**config.mk**
```make
export PLATFORM = sky130hd
export DESIGN_NAME = spi_fifo_port
export DESIGN_NICKNAME = d
export VERILOG_FILES = /design/src/rtl/spi_fifo_pkg.sv /design/src/rtl/byte_fifo.sv /design/src/rtl/spi_fifo_access.sv /design/src/rtl/spi_fifo_port.sv
export SDC_FILE = /design/constraint.sdc
export NUM_CORES = 1
export LEC_CHECK = 0
export BUFFER_PORTS_ARGS = -buffer_cell sky130_fd_sc_hd__buf_2
export CORE_ASPECT_RATIO = 1.75
export CORE_MARGIN = 5
export CORE_UTILIZATION = 50
export DETAILED_ROUTE_END_ITERATION = 10
export HOLD_SLACK_MARGIN = 0.06
export PLACE_DENSITY = 0.65
export SLEW_MARGIN = 20
export SYNTH_ARGS = -nofsm -noshare
export SYNTH_HDL_FRONTEND = slang
export SYNTH_SLANG_ARGS = --single-unit
```
**constraint.sdc**
```tcl
create_clock -name clk -period 4.5 [get_ports clk]
set_clock_uncertainty 0.15 [all_clocks]
set_input_delay 0.225 -clock clk [delete_from_list [all_inputs] [get_ports clk]]
set_output_delay 0.225 -clock clk [all_outputs]
set_load 0.02 [all_outputs]
```
**src/rtl/spi_fifo_pkg.sv**
```systemverilog
package spi_fifo_pkg;

    typedef enum logic [2:0] {
        ACC_HDR,
        ACC_TX_ONE,
        ACC_TX_STREAM,
        ACC_RX_ONE,
        ACC_RX_STREAM,
        ACC_SKIP
    } acc_state_e;

    localparam logic [2:0] RADIO_IDLE     = 3'd0;
    localparam logic [2:0] RADIO_SLEEP    = 3'd1;
    localparam logic [2:0] RADIO_TX_UNDER = 3'd4;
    localparam logic [2:0] RADIO_RX_OVER  = 3'd5;

    localparam logic [5:0] QUEUE_ADDR = 6'h3F;

    function automatic logic [3:0] sat15(input logic [15:0] v);
        return (v > 16'd15) ? 4'd15 : v[3:0];
    endfunction

    function automatic logic [7:0] status_byte(input logic [2:0] st, input logic [15:0] cnt);
        return {1'b0, st, sat15(cnt)};
    endfunction

endpackage

```
**src/rtl/byte_fifo.sv**
```systemverilog
module byte_fifo #(
    parameter int DEPTH = 64,
    parameter int W     = 8,
    localparam int AW   = $clog2(DEPTH),
    localparam int CW   = AW + 1
) (
    input  logic          clk,
    input  logic          rst_n,
    input  logic          flush,
    input  logic          push,
    input  logic [W-1:0]  push_data,
    input  logic          pop,
    output logic [W-1:0]  head,
    output logic [CW-1:0] count,
    output logic          full,
    output logic          empty
);

    logic [W-1:0]  mem [DEPTH];
    logic [AW-1:0] wp, rp;
    logic [CW-1:0] cnt;
    logic          do_push, do_pop;

    assign full    = (cnt == CW'(DEPTH));
    assign empty   = (cnt == '0);
    assign do_push = push && !full && !flush;
    assign do_pop  = pop && !empty && !flush;
    assign head    = mem[rp];
    assign count   = cnt;

    function automatic logic [AW-1:0] nxt(input logic [AW-1:0] p);
        return (p == AW'(DEPTH - 1)) ? '0 : p + 1'b1;
    endfunction

    always_ff @(posedge clk or negedge rst_n) begin
        if (!rst_n) begin
            wp  <= '0;
            rp  <= '0;
            cnt <= '0;
        end else if (flush) begin
            wp  <= '0;
            rp  <= '0;
            cnt <= '0;
        end else begin
            if (do_push) wp <= nxt(wp);
            if (do_pop)  rp <= nxt(rp);
            if (do_push && !do_pop)      cnt <= cnt + 1'b1;
            else if (do_pop && !do_push) cnt <= cnt - 1'b1;
        end
    end

    always_ff @(posedge clk) begin
        if (do_push) mem[wp] <= push_data;
    end

    p_flush_empties_r10: assert property (@(posedge clk) disable iff (!rst_n)
        flush |=> empty);

    p_count_bound_r6: assert property (@(posedge clk) disable iff (!rst_n)
        cnt <= CW'(DEPTH));

    p_full_drops_r7: assert property (@(posedge clk) disable iff (!rst_n)
        (full && !pop && !flush) |=> full);

endmodule

```
**src/rtl/spi_fifo_access.sv**
```systemverilog
module spi_fifo_access
    import spi_fifo_pkg::*;
#(
    parameter int DEPTH = 64,
    localparam int CW   = $clog2(DEPTH) + 1
) (
    input  logic          clk,
    input  logic          rst_n,
    input  logic          cs_n,
    input  logic          byte_valid,
    input  logic [7:0]    byte_in,
    input  logic [2:0]    radio_state,
    input  logic [CW-1:0] tx_count,
    input  logic [CW-1:0] rx_count,
    input  logic [7:0]    rx_head,
    input  logic          rx_empty,
    input  logic          rx_flush,
    output logic          tx_wr,
    output logic [7:0]    tx_wdata,
    output logic          rx_rd,
    output logic          reply_valid,
    output logic [7:0]    reply_byte
);

    acc_state_e    state_q, state_d;
    logic [7:0]    reply_d;
    logic [7:0]    last_rx;
    logic [CW-1:0] tx_free;
    logic          take;

    assign take     = byte_valid && !cs_n;
    assign tx_free  = CW'(DEPTH) - tx_count;
    assign tx_wdata = byte_in;

    always_comb begin
        state_d = state_q;
        tx_wr   = 1'b0;
        rx_rd   = 1'b0;
        reply_d = 8'h00;
        if (cs_n) begin
            state_d = ACC_HDR;
        end else if (byte_valid) begin
            unique case (state_q)
                ACC_HDR: begin
                    reply_d = byte_in[7] ? status_byte(radio_state, 16'(rx_count))
                                         : status_byte(radio_state, 16'(tx_free));
                    if (byte_in[5:0] == QUEUE_ADDR) begin
                        unique case (byte_in[7:6])
                            2'b00:   state_d = ACC_TX_ONE;
                            2'b01:   state_d = ACC_TX_STREAM;
                            2'b10:   state_d = ACC_RX_ONE;
                            default: state_d = ACC_RX_STREAM;
                        endcase
                    end else begin
                        state_d = ACC_SKIP;
                    end
                end
                ACC_TX_ONE, ACC_TX_STREAM: begin
                    tx_wr   = 1'b1;
                    reply_d = status_byte(radio_state, 16'(tx_free));
                    if (state_q == ACC_TX_ONE) state_d = ACC_HDR;
                end
                ACC_RX_ONE, ACC_RX_STREAM: begin
                    rx_rd   = 1'b1;
                    reply_d = rx_empty ? last_rx : rx_head;
                    if (state_q == ACC_RX_ONE) state_d = ACC_HDR;
                end
                ACC_SKIP: reply_d = 8'h00;
                default:  state_d = ACC_HDR;
            endcase
        end
    end

    always_ff @(posedge clk or negedge rst_n) begin
        if (!rst_n) state_q <= ACC_HDR;
        else        state_q <= state_d;
    end

    always_ff @(posedge clk or negedge rst_n) begin
        if (!rst_n) begin
            reply_valid <= 1'b0;
            reply_byte  <= 8'h00;
            last_rx     <= 8'h00;
        end else begin
            reply_valid <= take;
            if (take) reply_byte <= reply_d;
            if (rx_rd && !rx_empty && !rx_flush) last_rx <= rx_head;
        end
    end

    p_reply_follows_r2: assert property (@(posedge clk) disable iff (!rst_n)
        take |=> reply_valid);

    p_no_spurious_reply_r2: assert property (@(posedge clk) disable iff (!rst_n)
        !take |=> !reply_valid);

    p_cs_release_r5: assert property (@(posedge clk) disable iff (!rst_n)
        cs_n |=> (state_q == ACC_HDR));

    p_single_returns_r5: assert property (@(posedge clk) disable iff (!rst_n)
        (take && (state_q == ACC_TX_ONE || state_q == ACC_RX_ONE)) |=> (state_q == ACC_HDR));

    p_skip_no_write_r1: assert property (@(posedge clk) disable iff (!rst_n)
        (state_q == ACC_SKIP) |-> (!tx_wr && !rx_rd));

endmodule

```
**src/rtl/spi_fifo_port.sv**
```systemverilog
module spi_fifo_port
    import spi_fifo_pkg::*;
#(
    parameter int DEPTH = 64,
    localparam int CW   = $clog2(DEPTH) + 1
) (
    input  logic       clk,
    input  logic       rst_n,
    input  logic       cs_n,
    input  logic       byte_valid,
    input  logic [7:0] byte_in,
    output logic       reply_valid,
    output logic [7:0] reply_byte,
    input  logic [2:0] radio_state,
    input  logic       tx_flush_req,
    input  logic       rx_flush_req,
    input  logic       tx_pop,
    output logic [7:0] tx_data,
    output logic       tx_empty,
    input  logic       rx_push,
    input  logic [7:0] rx_data,
    output logic       rx_full,
    output logic       tx_ovf,
    output logic       rx_unf
);

    logic [2:0]    prev_state;
    logic          sleep_entry, flush_ok, tx_flush, rx_flush;
    logic          tx_wr, rx_rd, tx_full, rx_empty;
    logic [7:0]    tx_wdata, rx_head;
    logic [CW-1:0] tx_count, rx_count;

    assign sleep_entry = (radio_state == RADIO_SLEEP) && (prev_state != RADIO_SLEEP);
    assign flush_ok    = (radio_state == RADIO_IDLE) || (radio_state == RADIO_TX_UNDER)
                      || (radio_state == RADIO_RX_OVER);
    assign tx_flush    = (tx_flush_req && flush_ok) || sleep_entry;
    assign rx_flush    = (rx_flush_req && flush_ok) || sleep_entry;

    spi_fifo_access #(.DEPTH(DEPTH)) u_access (
        .clk(clk), .rst_n(rst_n), .cs_n(cs_n), .byte_valid(byte_valid), .byte_in(byte_in),
        .radio_state(radio_state), .tx_count(tx_count), .rx_count(rx_count),
        .rx_head(rx_head), .rx_empty(rx_empty), .rx_flush(rx_flush),
        .tx_wr(tx_wr), .tx_wdata(tx_wdata), .rx_rd(rx_rd),
        .reply_valid(reply_valid), .reply_byte(reply_byte)
    );

    byte_fifo #(.DEPTH(DEPTH), .W(8)) u_txq (
        .clk(clk), .rst_n(rst_n), .flush(tx_flush), .push(tx_wr), .push_data(tx_wdata),
        .pop(tx_pop), .head(tx_data), .count(tx_count), .full(tx_full), .empty(tx_empty)
    );

    byte_fifo #(.DEPTH(DEPTH), .W(8)) u_rxq (
        .clk(clk), .rst_n(rst_n), .flush(rx_flush), .push(rx_push), .push_data(rx_data),
        .pop(rx_rd), .head(rx_head), .count(rx_count), .full(rx_full), .empty(rx_empty)
    );

    always_ff @(posedge clk or negedge rst_n) begin
        if (!rst_n) begin
            prev_state <= RADIO_IDLE;
            tx_ovf     <= 1'b0;
            rx_unf     <= 1'b0;
        end else begin
            prev_state <= radio_state;
            if (tx_flush)              tx_ovf <= 1'b0;
            else if (tx_wr && tx_full) tx_ovf <= 1'b1;
            if (rx_flush)               rx_unf <= 1'b0;
            else if (rx_rd && rx_empty) rx_unf <= 1'b1;
        end
    end

    p_ovf_sticky_r7: assert property (@(posedge clk) disable iff (!rst_n)
        (tx_ovf && !tx_flush) |=> tx_ovf);

    p_unf_sticky_r9: assert property (@(posedge clk) disable iff (!rst_n)
        (rx_unf && !rx_flush) |=> rx_unf);

    p_sleep_flush_r11: assert property (@(posedge clk) disable iff (!rst_n)
        sleep_entry |=> (tx_empty && rx_empty && !tx_ovf && !rx_unf));

    p_flush_gated_r10: assert property (@(posedge clk) disable iff (!rst_n)
        (tx_flush_req && !flush_ok && !sleep_entry && !tx_empty && !tx_pop) |=> !tx_empty);

endmodule

```
==> results.toml <==
[synth]
syn_nets = 2248
synthArstFlopShare_pct = 5.80
synth.avg_cell_area_um2 = 19.7
synthFlopType = "edfxtp_1"
synth_edf_count = 1024
synth_seq_area_share_pct = 74.6
netlist_instances = 2198
syn-cell-area_um2 = 43400
ys_warn_count = 0
ys_ff_latch = 1087
yosys.cell_types.count = 68

[worst_setup_path]
cp.arrival_ns = 3.62
startpoint_type = "flop"
r2r_setup_slack_ns = 0.57
crit_type = "reg2out"
reg2reg_depth = 12
cp.required_ns = 4.12
timing.rr.start = "u_txq.count[0]"
worstReg2RegEnd = "u_txq.count[6]"
crit_fanout = 21
cp-end-kind = "primary output"

[clocking]
clock_latency_ns = 0.68
htreeDepth = 3
root_buffer = "clkbuf_16"
clockBufferDepth = 3
cts_buffers = 90
cts_tree = "yes"
cts_setup_buffers = 0
cts.reportedPaths.clkPinSlew_ns = 0.06
cts.repair.resized = 0
cts_hold_buf = 15
cts.sinks = 1087

[detailed_routing]
ant_nets = 0
firstDrtPassIters = 5
viasPerCell = 6.03
wl_per_cell_um = 28.8
drc = 0
vias = 21700
wl_um = 104000
drt_iter0_drc = 2152

[timing]
layout_min_cycle_time_ns = 3.99
slew_viol_final = 0
finalHoldViolations = 0
slew_headroom_pct = 23.5
max_freq_mhz = 250
rsz0062_at_grt = "false"
setup_tns_ns = 0
worst_pin_slew_ns = 1.15
timing.final.ws_setup_ns = 0.507
final.period_utilization_pct = 88.7
finalSetupViolations = 0

[placed_design]
dpl_worst_slack_ns = 0.621
hpwl_um = 69200
portBuffers = 47
gp_congestion = 0.948

[grt]
track_usage_pct = 22.5
first_global_vias = 22800
antenna_found_initial = 0
grt_start_max_net_pins = 68
grt_pass1_wl_um = 153000
overflow = 0

[finish]
drive_gt1_share_pct = 25.1
diodes = 0
layout_commonest_cell = "edfxtp_1"
syn_to_final_growth_pct = 12.0
layout.nets = 2415
mostFrequentLayoutCells = "edfxtp_1, mux4_2, nor2_1"

[floorplanning]
rows = 143
die_y_um = 400
core-area_um2 = 86400
dieWidth_um = 233
start_util_pct = 50.2
io_pins = 48
die_area_um2 = 92900

[min_path]
min-delay-start = "rx_data[1]"
hold_class = "in2reg"
whs_endpoint = "u_rxq.mem[31][1]"
hold_depth = 2

[flow_run]
maxCapViolations = 0

[outcome]
run_status = "finished, final reports clean"

[power_and_ir_drop]
power_density_nw_per_um2 = 473
p_leak_nw = 15.1
ir_drop_v = 0.000303
[cells by family (layout without fill, tap and decap cells)]
family,count (synthesis),after routing,synth area share [%]
muxes,351,351,15.9
AOI/OAI and AO/OA,196,196,2.97
and+or+nand+nor,391,391,4.18
adders and majority gates,23,23,0.698
DFF,1087,1087,74.6
buffers and inverters,133,373,1.36
xor gates and xnor gates,17,17,0.361
[report_power, final]
part | switching, mW | internal, mW | total [mW]
Clock | 3.51 | 4.15 | 7.66
Sequential | 0.354 | 11.2 | 11.6
Combinational | 1.99 | 1.76 | 3.75
Total | 5.86 | 17.1 | 23.0
[worst max-delay path, cell delays in order (launching register included)]
cell and delay (ns):
dfrtp_4 0.70, buf_4 0.46, mux4_2 0.59, mux4_2 0.52
mux2i_1 0.32, o21ai_0 0.11, buf_2 0.19
[cells in the mapped netlist (3+ instances only)]
master    instances  share of area [%]
a221oi_1         11               0.22
nand3_1          30               0.35
and3_1            4              0.058
mux4_2          267                 14
o221ai_1          5               0.10
inv_1            17               0.15
buf_1            13               0.11
mux2i_1          60                1.4
nand4_1           8               0.12
xor2_1            7               0.14
nor2b_1          11               0.16
o21bai_1          4              0.069
or4_1             3              0.052
o211ai_1          4              0.069
dfrtp_1          63                3.6
nor3_1           14               0.16
a22oi_1          23               0.40
mux2_2           24               0.62
a211oi_1          7               0.12
nand3b_1         10               0.17
o22ai_1          33               0.48
ha_1             21               0.61
nor3b_1           8               0.14
nand2_1          74               0.64
buf_6             3              0.078
a31oi_1           6              0.087
edfxtp_1       1024                 71
xnor2_1           9               0.18
buf_2            37               0.43
a21boi_0          3              0.052
nand2b_1          6              0.087
buf_4             6               0.10
o21ai_0          41               0.47
nor4_1            9               0.13
or3b_2            5               0.10
nor2_1          184                1.6
or3_1             9               0.13
a21oi_1          39               0.45
clkbuf_1         57               0.49
[how the worst max path moves through the flow]
stage,end,from,cells past startpoint
after floorplan,u_txq.count[5],u_txq.count[0],13
after global placement,u_txq.count[6],radio_state[2],12
after detailed placement,u_txq.count[6],u_txq.count[0],12
after CTS,tx_data[5],u_txq.rp[0],6
after global routing,u_txq.count[6],u_txq.count[0],12
final,tx_data[7],u_txq.rp[0],6
[metal layers]
layer	GRT usage [%]	vias to the layer above	part of all wire (%)
li1	-	9311	-
met1	25.1	11400	34
met2	41.8	748	56
met3	2.70	233	4.2
met4	11.6	0	5.7
met5	0	-	0
[flip-flops by register name, summed over array words and instances, names as in the netlist, 6 cells and up]
| signal | flops |
|---|---|
| u_txq.count | 7 |
| u_access.reply_byte | 8 |
| u_txq.wp | 6 |
| u_txq.rp | 6 |
| u_access.last_rx | 8 |
| u_rxq.count | 7 |
| u_txq.mem | 512 |
| u_rxq.rp | 6 |
| u_rxq.wp | 6 |
| u_rxq.mem | 512 |
[metrics by stage]
stage / cell area, µm² / util, % / power, mW / hold WS, ns / instances
6_report: 48600 / 56.2 / 23.0 / 0.0813 / 3598
5_1_grt: 48600 / 56.2 / 23.8 / 0.0964 / 3598
4_1_cts: 48500 / 56.2 / 23.2 / 0.0660 / 3596
3_5_place_dp: 45600 / 52.7 / 15.6 / 0.234 / 3416
3_3_place_gp: 45600 / 52.7 / 15.5 / 0.224 / 3416
2_1_floorplan: 43400 / - / 14.2 / -0.221 / 2198
[final cells by class]
| class | count | area [µm²] |
|---|---|---|
| fillers | 6440 | 37800 |
| flip-flops and latches | 1087 | 32300 |
| multi-input cells | 978 | 10400 |
| clock buffers | 118 | 2420 |
| well taps | 1160 | 1450 |
| repair buffers | 191 | 1440 |
| clock inverters | 47 | 412 |
| inverters | 17 | 63.8 |
Power figures use the tool's default switching activity.
